[config.mk]
export PLATFORM = sky130hd
export DESIGN_NAME = sync_burst_ram_ctrl
export DESIGN_NICKNAME = d
export VERILOG_FILES = /design/src/rtl/sram_ctrl_pkg.sv /design/src/rtl/sram_cmd_decode.sv /design/src/rtl/sram_byte_mask.sv /design/src/rtl/sram_lane_array.sv /design/src/rtl/sram_out_stage.sv /design/src/rtl/sync_burst_ram_ctrl.sv
export SDC_FILE = /design/constraint.sdc
export NUM_CORES = 1
export LEC_CHECK = 0
export ABC_AREA = 0
export ABC_CLOCK_PERIOD_IN_PS = 6500
export BUFFER_PORTS_ARGS = -buffer_cell sky130_fd_sc_hd__buf_2
export CAP_MARGIN = 20
export CORE_MARGIN = 3
export CORE_UTILIZATION = 40
export CTS_CLUSTER_DIAMETER = 150
export DETAILED_ROUTE_END_ITERATION = 6
export GPL_TIMING_DRIVEN = 0
export SETUP_SLACK_MARGIN = 0.3
export SYNTH_ARGS = -nofsm -noshare
export SYNTH_HDL_FRONTEND = slang
export SYNTH_SLANG_ARGS = --single-unit
export TNS_END_PERCENT = 100
[constraint.sdc]
create_clock -name clk -period 6.5 [get_ports clk]
set_clock_uncertainty 0.05 [all_clocks]
set_input_delay 1.3 -clock clk [delete_from_list [all_inputs] [get_ports clk]]
set_output_delay 1.3 -clock clk [all_outputs]
set_load 0.1 [all_outputs]
[src/rtl/sram_ctrl_pkg.sv]
// Package: shared command encoding and default geometry of the burst SRAM controller.
// Assumes: every module in the block imports it.
package sram_ctrl_pkg;

    // Decoded action of one captured cycle
    typedef enum logic [1:0] {
        CMD_NOP   = 2'd0,
        CMD_DESEL = 2'd1,
        CMD_RD    = 2'd2,
        CMD_WR    = 2'd3
    } cmd_e;

    localparam int unsigned LANES_DEF  = 4;
    localparam int unsigned LANE_W_DEF = 9;
    localparam int unsigned DEPTH_DEF  = 16;

endpackage

[src/rtl/sram_cmd_decode.sv]
// Module: sram_cmd_decode
// Turns the strobes, enables, advance, write controls and sleep of the current
// cycle into one action. It also keeps the type of the running burst, so that
// advance cycles can continue it.
// Assumes: the processor strobe has priority, and sleep forces a no-op.
module sram_cmd_decode
    import sram_ctrl_pkg::*;
(
    input  logic clk,
    input  logic rst_n,
    input  logic ce_n,
    input  logic ce2,
    input  logic ce3_n,
    input  logic adsp_n,
    input  logic adsc_n,
    input  logic adv_n,
    input  logic gw_n,
    input  logic bwe_n,
    input  logic sleep,
    output cmd_e cmd
);

    cmd_e burst_type;
    logic proc_start;
    logic ctrl_enabled;
    logic wr_request;

    // Qualify the strobes and the write request of this cycle
    always_comb begin
        proc_start   = !adsp_n && !ce_n;
        ctrl_enabled = !ce_n && ce2 && !ce3_n;
        wr_request   = !gw_n || !bwe_n;
    end

    // Pick the action for this cycle in priority order
    always_comb begin
        if (sleep) begin
            cmd = CMD_NOP;
        end else if (proc_start) begin
            cmd = CMD_RD;
        end else if (!adsc_n) begin
            if (!ctrl_enabled)   cmd = CMD_DESEL;
            else if (wr_request) cmd = CMD_WR;
            else                 cmd = CMD_RD;
        end else if (!adv_n) begin
            cmd = (burst_type == CMD_RD || burst_type == CMD_WR) ? burst_type : CMD_NOP;
        end else begin
            cmd = CMD_NOP;
        end
    end

    // Track the type of the running burst for advance cycles
    always_ff @(posedge clk) begin
        if (!rst_n)                              burst_type <= CMD_NOP;
        else if (cmd == CMD_RD || cmd == CMD_WR) burst_type <= cmd;
        else if (cmd == CMD_DESEL)               burst_type <= CMD_NOP;
    end

    a_r10_proc_strobe_wins: assert property (@(posedge clk) disable iff (!rst_n)
        (!adsp_n && !ce_n && !adsc_n && !sleep) |-> (cmd == CMD_RD));

    a_r7_sleep_no_access: assert property (@(posedge clk) disable iff (!rst_n)
        sleep |-> (cmd == CMD_NOP));

endmodule

[src/rtl/sram_byte_mask.sv]
// Module: sram_byte_mask
// Builds the per-lane write enables for a write action. Global write covers
// every lane. Otherwise the byte-write enable selects the lanes whose strobe
// is low.
// Assumes: cmd comes from sram_cmd_decode for the same cycle.
module sram_byte_mask
    import sram_ctrl_pkg::*;
#(
    parameter int unsigned LANES = LANES_DEF
) (
    input  logic             clk,
    input  logic             rst_n,
    input  cmd_e             cmd,
    input  logic             gw_n,
    input  logic             bwe_n,
    input  logic [LANES-1:0] bw_n,
    output logic [LANES-1:0] lane_we
);

    logic is_write;

    // Flag a write action
    always_comb is_write = (cmd == CMD_WR);

    for (genvar g = 0; g < LANES; g++) begin : g_lane
        // Enable for one lane: global write, or byte-write with the lane strobe low
        always_comb lane_we[g] = is_write && (!gw_n || (!bwe_n && !bw_n[g]));
    end

    a_r2_global_all_lanes: assert property (@(posedge clk) disable iff (!rst_n)
        (is_write && !gw_n) |-> (&lane_we));

    a_r3_no_lane_without_write: assert property (@(posedge clk) disable iff (!rst_n)
        !is_write |-> (lane_we == '0));

endmodule

[src/rtl/sram_lane_array.sv]
// Module: sram_lane_array
// The storage, split into one memory per byte lane so that each lane has its
// own write enable. It writes at the clock edge and reads combinationally.
// Assumes: DEPTH is a power of two. The contents have no reset.
module sram_lane_array
    import sram_ctrl_pkg::*;
#(
    parameter int unsigned LANES  = LANES_DEF,
    parameter int unsigned LANE_W = LANE_W_DEF,
    parameter int unsigned DEPTH  = DEPTH_DEF,
    localparam int unsigned AW    = $clog2(DEPTH),
    localparam int unsigned DW    = LANES * LANE_W
) (
    input  logic             clk,
    input  logic             rst_n,
    input  logic             sleep,
    input  logic [LANES-1:0] lane_we,
    input  logic [AW-1:0]    wr_addr,
    input  logic [DW-1:0]    wr_data,
    input  logic [AW-1:0]    rd_addr,
    output logic [DW-1:0]    rd_word
);

    for (genvar g = 0; g < LANES; g++) begin : g_lane
        logic [LANE_W-1:0] mem [DEPTH];

        // Store this lane's byte when its enable is set
        always_ff @(posedge clk) begin
            if (lane_we[g]) mem[wr_addr] <= wr_data[g*LANE_W +: LANE_W];
        end

        // Read this lane's byte at the captured address
        always_comb rd_word[g*LANE_W +: LANE_W] = mem[rd_addr];
    end

    a_r7_sleep_keeps_array: assert property (@(posedge clk) disable iff (!rst_n)
        sleep |-> (lane_we == '0));

endmodule

[src/rtl/sram_out_stage.sv]
// Module: sram_out_stage
// The one-stage read output register and the gating of the drivers. A captured
// deselect, output enable high or sleep high turns the drivers off.
// Assumes: cmd_q is the action captured at the last edge.
module sram_out_stage
    import sram_ctrl_pkg::*;
#(
    parameter int unsigned DW = LANES_DEF * LANE_W_DEF
) (
    input  logic          clk,
    input  logic          rst_n,
    input  cmd_e          cmd_q,
    input  logic [DW-1:0] rd_word,
    input  logic          oe_n,
    input  logic          sleep,
    output logic [DW-1:0] q_out,
    output logic          q_drive
);

    logic [DW-1:0] data_q;
    logic          valid_q;

    // Load the read word one edge after the read was captured
    always_ff @(posedge clk) begin
        if (!rst_n) begin
            valid_q <= 1'b0;
            data_q  <= '0;
        end else begin
            valid_q <= (cmd_q == CMD_RD);
            if (cmd_q == CMD_RD) data_q <= rd_word;
        end
    end

    // Gate the drivers: single-cycle deselect, output enable and sleep
    always_comb begin
        q_drive = valid_q && (cmd_q != CMD_DESEL) && !oe_n && !sleep;
        q_out   = q_drive ? data_q : '0;
    end

endmodule

[src/rtl/sync_burst_ram_ctrl.sv]
// Module: sync_burst_ram_ctrl (top)
// A pipelined burst SRAM: decode, lane write mask, array, capture registers and
// output stage. Writes take effect at the capture edge. Read data follows one
// edge later.
// Assumes: the external burst generator drives the continue addresses on addr.
module sync_burst_ram_ctrl
    import sram_ctrl_pkg::*;
#(
    parameter int unsigned LANES  = LANES_DEF,
    parameter int unsigned LANE_W = LANE_W_DEF,
    parameter int unsigned DEPTH  = DEPTH_DEF,
    localparam int unsigned AW    = $clog2(DEPTH),
    localparam int unsigned DW    = LANES * LANE_W
) (
    input  logic             clk,
    input  logic             rst_n,
    input  logic             ce_n,
    input  logic             ce2,
    input  logic             ce3_n,
    input  logic             adsp_n,
    input  logic             adsc_n,
    input  logic             adv_n,
    input  logic             gw_n,
    input  logic             bwe_n,
    input  logic [LANES-1:0] bw_n,
    input  logic [AW-1:0]    addr,
    input  logic [DW-1:0]    d_in,
    input  logic             oe_n,
    input  logic             sleep,
    output logic [DW-1:0]    q_out,
    output logic             q_drive
);

    cmd_e             cmd;
    cmd_e             cmd_q;
    logic [AW-1:0]    addr_q;
    logic [LANES-1:0] lane_we;
    logic [DW-1:0]    rd_word;

    sram_cmd_decode u_dec (
        .clk(clk), .rst_n(rst_n), .ce_n(ce_n), .ce2(ce2), .ce3_n(ce3_n),
        .adsp_n(adsp_n), .adsc_n(adsc_n), .adv_n(adv_n), .gw_n(gw_n),
        .bwe_n(bwe_n), .sleep(sleep), .cmd(cmd)
    );

    sram_byte_mask #(.LANES(LANES)) u_mask (
        .clk(clk), .rst_n(rst_n), .cmd(cmd), .gw_n(gw_n), .bwe_n(bwe_n),
        .bw_n(bw_n), .lane_we(lane_we)
    );

    sram_lane_array #(.LANES(LANES), .LANE_W(LANE_W), .DEPTH(DEPTH)) u_arr (
        .clk(clk), .rst_n(rst_n), .sleep(sleep), .lane_we(lane_we),
        .wr_addr(addr), .wr_data(d_in), .rd_addr(addr_q), .rd_word(rd_word)
    );

    // Capture the decoded action and its address at the edge
    always_ff @(posedge clk) begin
        if (!rst_n) begin
            cmd_q  <= CMD_NOP;
            addr_q <= '0;
        end else begin
            cmd_q  <= cmd;
            addr_q <= addr;
        end
    end

    sram_out_stage #(.DW(DW)) u_out (
        .clk(clk), .rst_n(rst_n), .cmd_q(cmd_q), .rd_word(rd_word),
        .oe_n(oe_n), .sleep(sleep), .q_out(q_out), .q_drive(q_drive)
    );

    a_r1_reset_quiet: assert property (@(posedge clk) disable iff (!rst_n)
        !$past(rst_n) |-> !q_drive);

    a_r5_deselect_releases: assert property (@(posedge clk) disable iff (!rst_n)
        $past(rst_n && !sleep && !adsc_n && ce_n) |-> !q_drive);

    a_r6_oe_gates_drive: assert property (@(posedge clk) disable iff (!rst_n)
        oe_n |-> !q_drive);

endmodule

==> results.py <==
metrics = {
    "timing": {
        "worst_pin_slew_ns": 1.14,
        "period_share": 0.774,
        "final_hold_viol_count": 0,
        "fin_tns_setup_ns": 0,
        "fin_ws_ns": 1.47,
        "setup_viol": 0,
        "rsz0062_at_grt": "false",
        "fmaxAchievable_mhz": 199,
        "period_minus_slack_ns": 5.03,
        "finalMaxSlewViolations": 0,
        "relSlewSlack": 0.240,
    },
    "synth": {
        "synth_area_sq_mm": 0.0237,
        "synth.most_common_cell": "edfxtp_1",
        "yosysTopAreaCellShare": 0.730,
        "synthTopCellsByArea": "edfxtp_1 (73%), mux4_2 (14%), dfxtp_1 (3.8%), mux2i_1 (1.6%), o211ai_1 (1.1%)",
        "synth_top_family_by_area": "multiplexers",
        "synth_flop_cell": "edfxtp_1",
        "synth-compound-area-share": 0.0315,
        "syn_avg_cell_area_sq_um": 21.0,
        "ys_ff_latch": 621,
        "synth_nets": 1185,
        "synth.distinct_cells": 37,
        "synthSimpleGateAreaFrac": 0.0351,
        "synthCells": 1129,
        "synth_top_area_cell": "edfxtp_1",
        "seq_area_frac_synth": 0.768,
        "synth_xor_area_frac": 0,
        "synth_edf_count": 576,
        "muxShareOfSynthArea": 0.153,
        "synth-adder-area-share": 0,
        "yosys-top-cells-count": "edfxtp_1 (576), mux4_2 (144), nor2_1 (71), nand2_1 (46), dfxtp_1 (45)",
        "postSynth.asyncResetShare": 0,
        "ys_warn_count": 0,
    },
    "pwr": {
        "peakVddDrop_v": 0.000207,
        "power_uw": 8090,
        "cellPowerDensity_mw_per_mm2": 294,
        "p_leak_uw": 0.00867,
    },
    "worst_setup_path": {
        "arrival_ns": 3.68,
        "critPathMaxFanout": 10,
        "critPathCaptureType": "output port",
        "critPathKind": "primary input to output port",
        "required_ns": 5.15,
        "startpoint_type": "primary input",
    },
    "global_routing": {
        "grt_use_total": 0.187,
        "grt_pass1_vias": 12200,
        "grt_start_max_net_pins": 17,
        "grt_overflow": 0,
        "grt_pass1_wl_mm": 84.5,
        "antenna_found_initial": 4,
    },
    "routing": {
        "drtIter0Drc": 1385,
        "vias": 12000,
        "vias_per_cell": 5.58,
        "wirelength_mm": 58.0,
        "wl_per_cell_um": 27.0,
        "drcViolationCount": 0,
        "drt-pass1-iter-count": 6,
        "ant_nets": 0,
    },
    "die": {
        "fp.coreArea_sq_mm": 0.0581,
        "fp.dieH_um": 249,
        "ioPinCount": 93,
        "rows": 88,
        "die_area_sq_mm": 0.0622,
        "initial_utilization": 0.407,
        "die_x_um": 249,
    },
    "run": {
        "drv_cap": 0,
    },
    "cells_and_area": {
        "n_fill_cell": 4856,
        "nNetsFinal": 1384,
        "syn_to_final_growth_pct": 16.1,
        "register_area_sq_mm": 0.0182,
        "final_layout_size_suffix_gt1_frac": 0.291,
        "multi_input_area_sq_mm": 0.00519,
    },
    "placed_design": {
        "portBuffers": 92,
        "place_ws_ns": 1.42,
        "dp_hpwl_mm": 39.3,
        "gp_congestion": 0.816,
    },
    "run_status": {
        "outcome": "completed",
    },
    "clock_tree": {
        "cts_tree": "yes",
        "clkTransAtPathRegs_ns": 0.06,
        "root_buffer": "clkbuf_16",
        "cts_buffers": 60,
        "cts_setup_buffers": 0,
        "clock-sinks": 621,
        "ctsResizeCount": 0,
        "postCtsHoldBufs": 0,
        "clockBufferDepth": 3,
        "htree_levels": 2,
        "clock_latency_ns": 0.61,
    },
    "worst_hold_path": {
        "hold_path_class": "register to register",
    },
}
-- routing by layer --
layer,routed length [um],track usage
met5,0,0
met2,27500,0.296
met1,23800,0.258
met3,4980,0.0465
met4,1770,0.0592
-- report_power, final --
group / internal (uW) / switching [uW] / leakage (uW) / total [uW]
logic: 119 / 191 / 0.00219 / 310
registers: 4370 / 6.17 / 0.00554 / 4380
clock network: 1970 / 1430 / 0.000936 / 3400
total: 6460 / 1630 / 0.00867 / 8090
-- cell type report --
type | instances | area share
Clock buffer | 84 | 0.0605
Multi-Input combinational cell | 448 | 0.189
Tap cell | 765 | 0.0348
Antenna cell | 3 | 0.000273
Timing Repair Buffer | 137 | 0.0336
Clock inverter | 28 | 0.00933
Buffer | 59 | 0.0106
Sequential cell | 621 | 0.662
Inverter | 1 | 0.000137
-- flip-flops by register name, indices dropped and copies added, names as in the netlist --
name              flops
u_out.data_q         36
u_out.valid_q         1
u_dec.burst_type      2
u_arr.g_lane.mem    576
cmd_q                 2
addr_q                4
-- critical path, stage by stage --
cell and delay, ns:
buf_2 0.15, nor2_1 0.23, o211a_1 0.58, clkbuf_1 0.66
and2_1 0.29, buf_2 0.45
-- final timing paths --
path	start	end	slack [ns]	cells after the start
max	sleep	q_out[8]	1.47	6
min	u_out.data_q[2]	u_out.data_q[2]	0.41	2
max reg2reg	addr_q[3]	u_out.data_q[15]	3.68	5
min reg2reg	u_out.data_q[2]	u_out.data_q[2]	0.41	2
-- through the flow --
stage                     cells  area, sq um  hold WS (ns)  utilization
final                      2146        27500         0.410        0.473
after global routing       2145        27500         0.440        0.473
after CTS                  2132        27400         0.412        0.471
after detailed placement   2020        25500         0.403        0.438
after global placement     1986        25100         0.394        0.432
after floorplan            1129        23700         0.377            -
-- cell families after synthesis --
group	after synthesis
AO/OA/AOI/OAI	89
multiplexers	181
flip-flops	621
buffers and inverters	60
AND/OR/NAND/NOR	178
-- cells in the final DEF, fill, tap and decap left out, drive strengths merged, types with 2 or more instances in the layout --
cell	n
nor2b	4
nor2	71
nand3	6
clkinv	21
bufinv	5
dfxtp	45
clkinvlp	2
buf	174
a22oi	35
mux4	144
nand2	46
diode	3
edfxtp	576
o21ai	4
o21bai	2
clkbuf	106
mux2i	37
o211ai	40
and2	42
Power figures use the tool's default switching activity.
